## src/rtl/nand_ecc_pkg.sv

```systemverilog
package nand_ecc_pkg;

  typedef enum logic [1:0] {
    ECC_CLEAN    = 2'd0,
    ECC_FIXED    = 2'd1,
    ECC_CODE_HIT = 2'd2,
    ECC_FATAL    = 2'd3
  } ecc_stat_e;

  // Bits of a byte whose in-byte position has line k equal to hi.
  function automatic logic [7:0] lane_sel(input int k, input logic hi);
    logic [7:0] r;
    for (int i = 0; i < 8; i++) begin
      logic [2:0] pos;
      pos  = 3'(i);
      r[i] = (pos[k] == hi);
    end
    return r;
  endfunction

endpackage

```

## src/rtl/ecc_parity_gen.sv

```systemverilog
module ecc_parity_gen
  import nand_ecc_pkg::*;
#(
  parameter int STEP_BYTES = 512,
  localparam int BYTE_AW = $clog2(STEP_BYTES),
  localparam int ADDR_W  = BYTE_AW + 3,
  localparam int CODE_W  = 2 * ADDR_W
) (
  input  logic              clk,
  input  logic              rst_n,
  input  logic              gen_clear,
  input  logic              gen_valid,
  input  logic [7:0]        gen_data,
  output logic [CODE_W-1:0] gen_code
);

  localparam logic [BYTE_AW-1:0] LAST_IDX = BYTE_AW'(STEP_BYTES - 1);

  logic [ADDR_W-1:0]  even_q, even_d, odd_q, odd_d;
  logic [ADDR_W-1:0]  even_hit, odd_hit;
  logic [BYTE_AW-1:0] idx_q, idx_d;
  logic               byte_par;

  assign byte_par = ^gen_data;

  // In-byte address lines: parity over the bit lanes on each side.
  for (genvar k = 0; k < 3; k++) begin : g_lane
    assign even_hit[k] = ^(gen_data & lane_sel(k, 1'b0));
    assign odd_hit[k]  = ^(gen_data & lane_sel(k, 1'b1));
  end

  // Byte-index address lines: whole-byte parity steered by the index bit.
  for (genvar k = 3; k < ADDR_W; k++) begin : g_row
    assign even_hit[k] = byte_par & ~idx_q[k-3];
    assign odd_hit[k]  = byte_par &  idx_q[k-3];
  end

  always_comb begin
    even_d = even_q;
    odd_d  = odd_q;
    idx_d  = idx_q;
    if (gen_clear) begin
      even_d = '0;
      odd_d  = '0;
      idx_d  = '0;
    end else if (gen_valid) begin
      even_d = even_q ^ even_hit;
      odd_d  = odd_q ^ odd_hit;
      idx_d  = (idx_q == LAST_IDX) ? '0 : idx_q + 1'b1;
    end
  end

  always_ff @(posedge clk or negedge rst_n) begin
    if (!rst_n) begin
      even_q <= '0;
      odd_q  <= '0;
      idx_q  <= '0;
    end else if (gen_clear || gen_valid) begin
      even_q <= even_d;
      odd_q  <= odd_d;
      idx_q  <= idx_d;
    end
  end

  assign gen_code = ~{odd_q, even_q};

  a_r3_clear_restarts: assert property (@(posedge clk) disable iff (!rst_n)
    gen_clear |=> (gen_code == {CODE_W{1'b1}}));

  a_r4_idle_hold: assert property (@(posedge clk) disable iff (!rst_n)
    (!gen_clear && !gen_valid) |=> $stable(gen_code));

  // one byte can only move parity bits, never both halves of one line.
  a_r2_line_exclusive: assert property (@(posedge clk) disable iff (!rst_n)
    (gen_valid && !gen_clear) |=> ((($past(even_q) ^ even_q) & ($past(odd_q) ^ odd_q) & {{(ADDR_W-3){1'b1}}, 3'b000}) == '0));

endmodule

```

## src/rtl/ecc_syndrome_chk.sv

```systemverilog
module ecc_syndrome_chk
  import nand_ecc_pkg::*;
#(
  parameter int STEP_BYTES = 512,
  localparam int BYTE_AW = $clog2(STEP_BYTES),
  localparam int ADDR_W  = BYTE_AW + 3,
  localparam int CODE_W  = 2 * ADDR_W
) (
  input  logic               clk,
  input  logic               rst_n,
  input  logic               chk_strobe,
  input  logic [CODE_W-1:0]  chk_stored,
  input  logic [CODE_W-1:0]  chk_calc,
  output ecc_stat_e          chk_status,
  output logic [BYTE_AW-1:0] chk_offset,
  output logic [7:0]         chk_mask
);

  localparam logic [BYTE_AW:0] STEP_LIM = (BYTE_AW + 1)'(STEP_BYTES);

  logic [CODE_W-1:0]  diff;
  logic [ADDR_W-1:0]  lo_half, hi_half;
  logic [BYTE_AW-1:0] loc_byte;
  logic [2:0]         loc_bit;
  logic               is_mirror, is_single, in_range;

  ecc_stat_e          stat_d, stat_q;
  logic [BYTE_AW-1:0] off_d, off_q;
  logic [7:0]         mask_d, mask_q;

  assign diff      = chk_stored ^ chk_calc;
  assign lo_half   = diff[ADDR_W-1:0];
  assign hi_half   = diff[CODE_W-1:ADDR_W];
  assign loc_byte  = diff[CODE_W-1:ADDR_W+3];
  assign loc_bit   = diff[ADDR_W+2:ADDR_W];
  assign is_mirror = ((lo_half ^ hi_half) == {ADDR_W{1'b1}});
  assign is_single = (diff != '0) && ((diff & (diff - 1'b1)) == '0);
  assign in_range  = ({1'b0, loc_byte} < STEP_LIM);

  always_comb begin
    stat_d = ECC_FATAL;
    off_d  = '0;
    mask_d = '0;
    if (diff == '0) begin
      stat_d = ECC_CLEAN;
    end else if (is_mirror) begin
      if (in_range) begin
        stat_d = ECC_FIXED;
        off_d  = loc_byte;
        mask_d = 8'b1 << loc_bit;
      end
    end else if (is_single) begin
      stat_d = ECC_CODE_HIT;
    end
  end

  always_ff @(posedge clk or negedge rst_n) begin
    if (!rst_n) begin
      stat_q <= ECC_CLEAN;
      off_q  <= '0;
      mask_q <= '0;
    end else if (chk_strobe) begin
      stat_q <= stat_d;
      off_q  <= off_d;
      mask_q <= mask_d;
    end
  end

  assign chk_status = stat_q;
  assign chk_offset = off_q;
  assign chk_mask   = mask_q;

  a_r5_hold_without_strobe: assert property (@(posedge clk) disable iff (!rst_n)
    !chk_strobe |=> ($stable(chk_status) && $stable(chk_offset) && $stable(chk_mask)));

  a_r6_equal_is_clean: assert property (@(posedge clk) disable iff (!rst_n)
    (chk_strobe && (chk_stored == chk_calc)) |=> (chk_status == ECC_CLEAN));

  a_r7_mask_onehot: assert property (@(posedge clk) disable iff (!rst_n)
    (chk_status == ECC_FIXED) |-> $onehot(chk_mask));

  a_r8_offset_in_step: assert property (@(posedge clk) disable iff (!rst_n)
    (chk_status == ECC_FIXED) |-> ({1'b0, chk_offset} < STEP_LIM));

  a_r10_quiet_location: assert property (@(posedge clk) disable iff (!rst_n)
    (chk_status != ECC_FIXED) |-> (chk_mask == '0 && chk_offset == '0));

  a_r9_single_flip_code: assert property (@(posedge clk) disable iff (!rst_n)
    (chk_strobe && $countones(chk_stored ^ chk_calc) == 1) |=> (chk_status == ECC_CODE_HIT));

endmodule

```

## src/rtl/ecc_byte_fix.sv

```systemverilog
module ecc_byte_fix
  import nand_ecc_pkg::*;
#(
  parameter int BYTE_AW = 9
) (
  input  logic               clk,
  input  logic               rst_n,
  input  ecc_stat_e          chk_status,
  input  logic [BYTE_AW-1:0] chk_offset,
  input  logic [7:0]         chk_mask,
  input  logic [BYTE_AW-1:0] fix_offset,
  input  logic [7:0]         fix_data_in,
  output logic [7:0]         fix_data_out
);

  logic hit;

  assign hit          = (chk_status == ECC_FIXED) && (fix_offset == chk_offset);
  assign fix_data_out = hit ? (fix_data_in ^ chk_mask) : fix_data_in;

  a_r11_pass_unless_fixed: assert property (@(posedge clk) disable iff (!rst_n)
    (chk_status != ECC_FIXED) |-> (fix_data_out == fix_data_in));

  a_r11_at_most_one_bit: assert property (@(posedge clk) disable iff (!rst_n)
    $countones(fix_data_out ^ fix_data_in) <= 1);

endmodule

```

## src/rtl/nand_hamming_ecc.sv

```systemverilog
module nand_hamming_ecc
  import nand_ecc_pkg::*;
#(
  parameter int STEP_BYTES = 512,
  localparam int BYTE_AW = $clog2(STEP_BYTES),
  localparam int ADDR_W  = BYTE_AW + 3,
  localparam int CODE_W  = 2 * ADDR_W
) (
  input  logic               clk,
  input  logic               rst_n,
  input  logic               gen_clear,
  input  logic               gen_valid,
  input  logic [7:0]         gen_data,
  output logic [CODE_W-1:0]  gen_code,
  input  logic               chk_strobe,
  input  logic [CODE_W-1:0]  chk_stored,
  input  logic [CODE_W-1:0]  chk_calc,
  output logic [1:0]         chk_status,
  output logic [BYTE_AW-1:0] chk_offset,
  output logic [7:0]         chk_mask,
  input  logic [BYTE_AW-1:0] fix_offset,
  input  logic [7:0]         fix_data_in,
  output logic [7:0]         fix_data_out
);

  logic [1:0] rst_pipe;
  logic       rst_core_n;
  ecc_stat_e  stat_w;

  // Asynchronous assertion, release aligned to the clock.
  always_ff @(posedge clk or negedge rst_n) begin
    if (!rst_n) rst_pipe <= 2'b00;
    else        rst_pipe <= {rst_pipe[0], 1'b1};
  end
  assign rst_core_n = rst_pipe[1];

  ecc_parity_gen #(.STEP_BYTES(STEP_BYTES)) u_gen (
    .clk       (clk),
    .rst_n     (rst_core_n),
    .gen_clear (gen_clear),
    .gen_valid (gen_valid),
    .gen_data  (gen_data),
    .gen_code  (gen_code)
  );

  ecc_syndrome_chk #(.STEP_BYTES(STEP_BYTES)) u_chk (
    .clk        (clk),
    .rst_n      (rst_core_n),
    .chk_strobe (chk_strobe),
    .chk_stored (chk_stored),
    .chk_calc   (chk_calc),
    .chk_status (stat_w),
    .chk_offset (chk_offset),
    .chk_mask   (chk_mask)
  );

  ecc_byte_fix #(.BYTE_AW(BYTE_AW)) u_fix (
    .clk          (clk),
    .rst_n        (rst_core_n),
    .chk_status   (stat_w),
    .chk_offset   (chk_offset),
    .chk_mask     (chk_mask),
    .fix_offset   (fix_offset),
    .fix_data_in  (fix_data_in),
    .fix_data_out (fix_data_out)
  );

  assign chk_status = stat_w;

  a_r1_reset_code_ones: assert property (@(posedge clk) disable iff (!rst_core_n)
    $rose(rst_core_n) |-> (gen_code == {CODE_W{1'b1}} && chk_status == 2'd0));

endmodule

```

## config.mk

```make
export PLATFORM = sky130hd
export DESIGN_NAME = nand_hamming_ecc
export DESIGN_NICKNAME = d
export VERILOG_FILES = /design/src/rtl/nand_ecc_pkg.sv /design/src/rtl/ecc_parity_gen.sv /design/src/rtl/ecc_syndrome_chk.sv /design/src/rtl/ecc_byte_fix.sv /design/src/rtl/nand_hamming_ecc.sv
export SDC_FILE = /design/constraint.sdc
export NUM_CORES = 1
export LEC_CHECK = 0
export ABC_AREA = 0
export BUFFER_PORTS_ARGS = -buffer_cell sky130_fd_sc_hd__buf_2
export CORE_MARGIN = 1.5
export CORE_UTILIZATION = 35
export DETAILED_ROUTE_END_ITERATION = 12
export PLACE_DENSITY = 0.63
export SETUP_SLACK_MARGIN = 0.3
export SLEW_MARGIN = 10
export SYNTH_ARGS = -nofsm -noshare
export SYNTH_HDL_FRONTEND = slang
export SYNTH_SLANG_ARGS = --single-unit
```

## constraint.sdc

```tcl
create_clock -name clk -period 4.6 [get_ports clk]
set_clock_uncertainty 0.15 [all_clocks]
set_input_delay 0.92 -clock clk [delete_from_list [all_inputs] [get_ports clk]]
set_output_delay 0.92 -clock clk [all_outputs]
set_load 0.01 [all_outputs]
```

==> results.json <==
{
  "cts_max_path_buffers": 2,
  "postLayoutCoreUtil": 0.451,
  "async_flop_share": 1.00,
  "synthDominantCellAreaShare": 0.384,
  "crit_type": "input port to output pin",
  "drc_errors": 0,
  "finalPower_w": 0.00127,
  "seq_area_frac_synth": 0.384,
  "critPathMaxFanout": 8,
  "grt_max_degree": 53,
  "dieArea_sq_um": 10700,
  "min_period_over_period": 0.701,
  "start_util": 0.360,
  "routed_wl_mm": 8.10,
  "die_x_microns": 103,
  "syn_nets": 480,
  "synth_ff_type": "dfrtp_1",
  "grt_use_total": 0.159,
  "cp_top_family": "simple AND/OR/NAND/NOR gates",
  "tightest_slew_ns": 0.762,
  "hold_buffers": 0,
  "layout_commonest_cell": "buf_2",
  "fillCellCount": 967,
  "synthesis.area_sq_um": 3520,
  "status": "complete, no violations",
  "clock-sinks": 54,
  "clkTransAtPathRegs_ns": 0.10,
  "hold_path.class": "input port to asynchronous set/reset pin",
  "ir_drop_v": 0.000126,
  "wl_per_cell_microns": 12.3,
  "maxClockFrequency_mhz": 310,
  "slew_viol_final": 0,
  "num_antenna_cells": 0,
  "critPathCaptureType": "output pin",
  "vias": 3044,
  "min_period_ns": 3.22,
  "synth.distinct_cells": 45,
  "cts_made_buffers": 5,
  "power_density_nw_per_um2": 289,
  "cts_setup_buffers": 0,
  "grt_pass1_vias": 2994,
  "slowest_stage": "nor4_1",
  "antenna_found_initial": 0,
  "setup_viol": 0,
  "drive_gt1_frac": 0.291,
  "setup.worst_path.start_class": "input port",
  "chipHeight_microns": 103,
  "whs_ns": 0.221,
  "slew_headroom": 0.489,
  "drv_cap": 0,
  "routed_via_density": 4.63,
  "synth_area_leader_cell": "dfrtp_1",
  "first_pass_iters": 4,
  "critPathBufInv": 3,
  "grt.overflow.total": 0,
  "p_leak_nw": 2.01,
  "rows": 36,
  "hold_viol": 0,
  "synth-seq-cells": 54,
  "nets": 604,
  "antenna_left": 0,
  "io-pin-count": 129,
  "htreeDepth": 2,
  "fp.coreArea_sq_um": 9770,
  "post_cts_resized": 0,
  "required_ns": 3.53,
  "place_congestion": 0.894,
  "synthTopCellsByArea": "dfrtp_1 (38%), xnor2_1 (16%), xor2_1 (5.7%)",
  "synth_area_per_cell_sq_um": 8.79,
  "placed_cells": 650,
  "final_cell_count_no_fill": 658,
  "area_delta_synth_final_pct": 25.4,
  "rsz0062_at_grt": "false",
  "cp.arrival_ns": 2.15,
  "port_buffers": 128,
  "fin_setup_tns_ns": 0,
  "cts_root_buf": "clkbuf_8",
  "synth_edf_count": 0,
  "path_cells": "buf_2 > xnor2_1 > nand4_1 > nor4_1 > buf_4 > nand2_1 > xnor2_1 > buf_2",
  "dpl.hpwl_mm": 6.45,
  "initialDrtViolationCount": 97,
  "synthCells": 400,
  "cts_tree": "done",
  "grt_pass1_wl_mm": 13.5,
  "layout_common_cells": "buf_2 (128), xnor2_1 (64), dfrtp_1 (53), nor2_1 (50), inv_1 (43)",
  "slowest_delay_ns": 0.26,
  "yosysWarnings": 0,
  "clock_latency_ns": 0.31
}
-- sequential cells by signal, indices dropped and copies added, names as in the netlist --
| register | flops |
|---|---|
| u_chk.chk_offset | 9 |
| u_chk.chk_mask | 8 |
| u_gen.odd_q | 12 |
| u_gen.idx_q | 9 |
| u_gen.even_q | 12 |
| u_chk.chk_status | 2 |
| rst_pipe | 2 |
-- stage by stage --
stage,instance area (sq um),setup WS [ns]
3_5_place_dp,4290,1.18
3_3_place_gp,4290,1.26
2_1_floorplan,3520,1.31
5_1_grt,4410,1.18
6_report,4410,1.38
4_1_cts,4410,1.34
-- power by group --
part / internal (W) / switching (W)
Clock: 0.000179 / 0.000162
Sequential: 0.000514 / 0.0000270
Combinational: 0.000176 / 0.000215
-- cells by family (layout without fill, tap and decap cells) --
group	count (synthesis)	count (layout)	synth area share
AOI/OAI and AO/OA	52	52	0.0936
xor gates and xnor gates	94	94	0.249
adders and majority gates	5	5	0.0157
buffers and inverters	56	181	0.0601
DFF	54	54	0.384
muxes	3	3	0.00890
other	1	1	0.00107
and+or+nand+nor	135	135	0.187
-- per-layer routing --
layer	GRT usage	vias to the layer above	part of all wire
li1	-	1541	-
met3	0.0208	14	0.045
met2	0.294	92	0.52
met4	0.0551	0	0.020
met1	0.189	1397	0.42
met5	0	-	0
-- final timing paths --
kind,cells after the start,slack (ns),endpoint,startpoint
setup / recovery,8,1.38,fix_data_out[7],fix_offset[3]
hold / removal,1,0.22,rst_pipe[0],rst_n
setup reg to reg,8,2.14,u_gen.idx_q[0],u_gen.idx_q[0]
hold reg to reg,0,0.22,rst_pipe[1],rst_pipe[0]
max in group asynchronous,1,3.62,u_gen.even_q[1],rst_pipe[1]
min in group clk,0,0.22,rst_pipe[1],rst_pipe[0]
-- area by class of cell --
class / count / area [sq um] / share of cell area
multi-input combinational: 290 / 1950 / 0.443
sequential: 54 / 1350 / 0.307
timing repair buffer: 130 / 656 / 0.149
tap: 133 / 166 / 0.0377
inverter: 43 / 161 / 0.0366
clock buffer: 6 / 82.6 / 0.0187
clock inverter: 2 / 38.8 / 0.00879
-- Yosys cell counts, drive strengths merged (2+ instances only) --
cell	n
a21oi	9
a22oi	5
and3	9
buf	2
clkbuf	11
dfrtp	54
ha	2
inv	43
maj3	3
mux2i	2
nand2	35
nand2b	2
nand3	14
nand4	5
nor2	50
nor2b	4
nor4	7
o211ai	3
o21ai	19
o22ai	9
or3	3
xnor2	70
xor2	24
-- worst reg2reg max path, cell delays in order, from the launching register on --
cell,delay [ns]
dfrtp_1,0.44
ha_1,0.24
and3_1,0.20
and3_1,0.20
and3_1,0.19
ha_1,0.27
nand2b_1,0.30
mux2_2,0.32
nor2_1,0.09
Note: power is estimated with default switching activity, not from simulation.
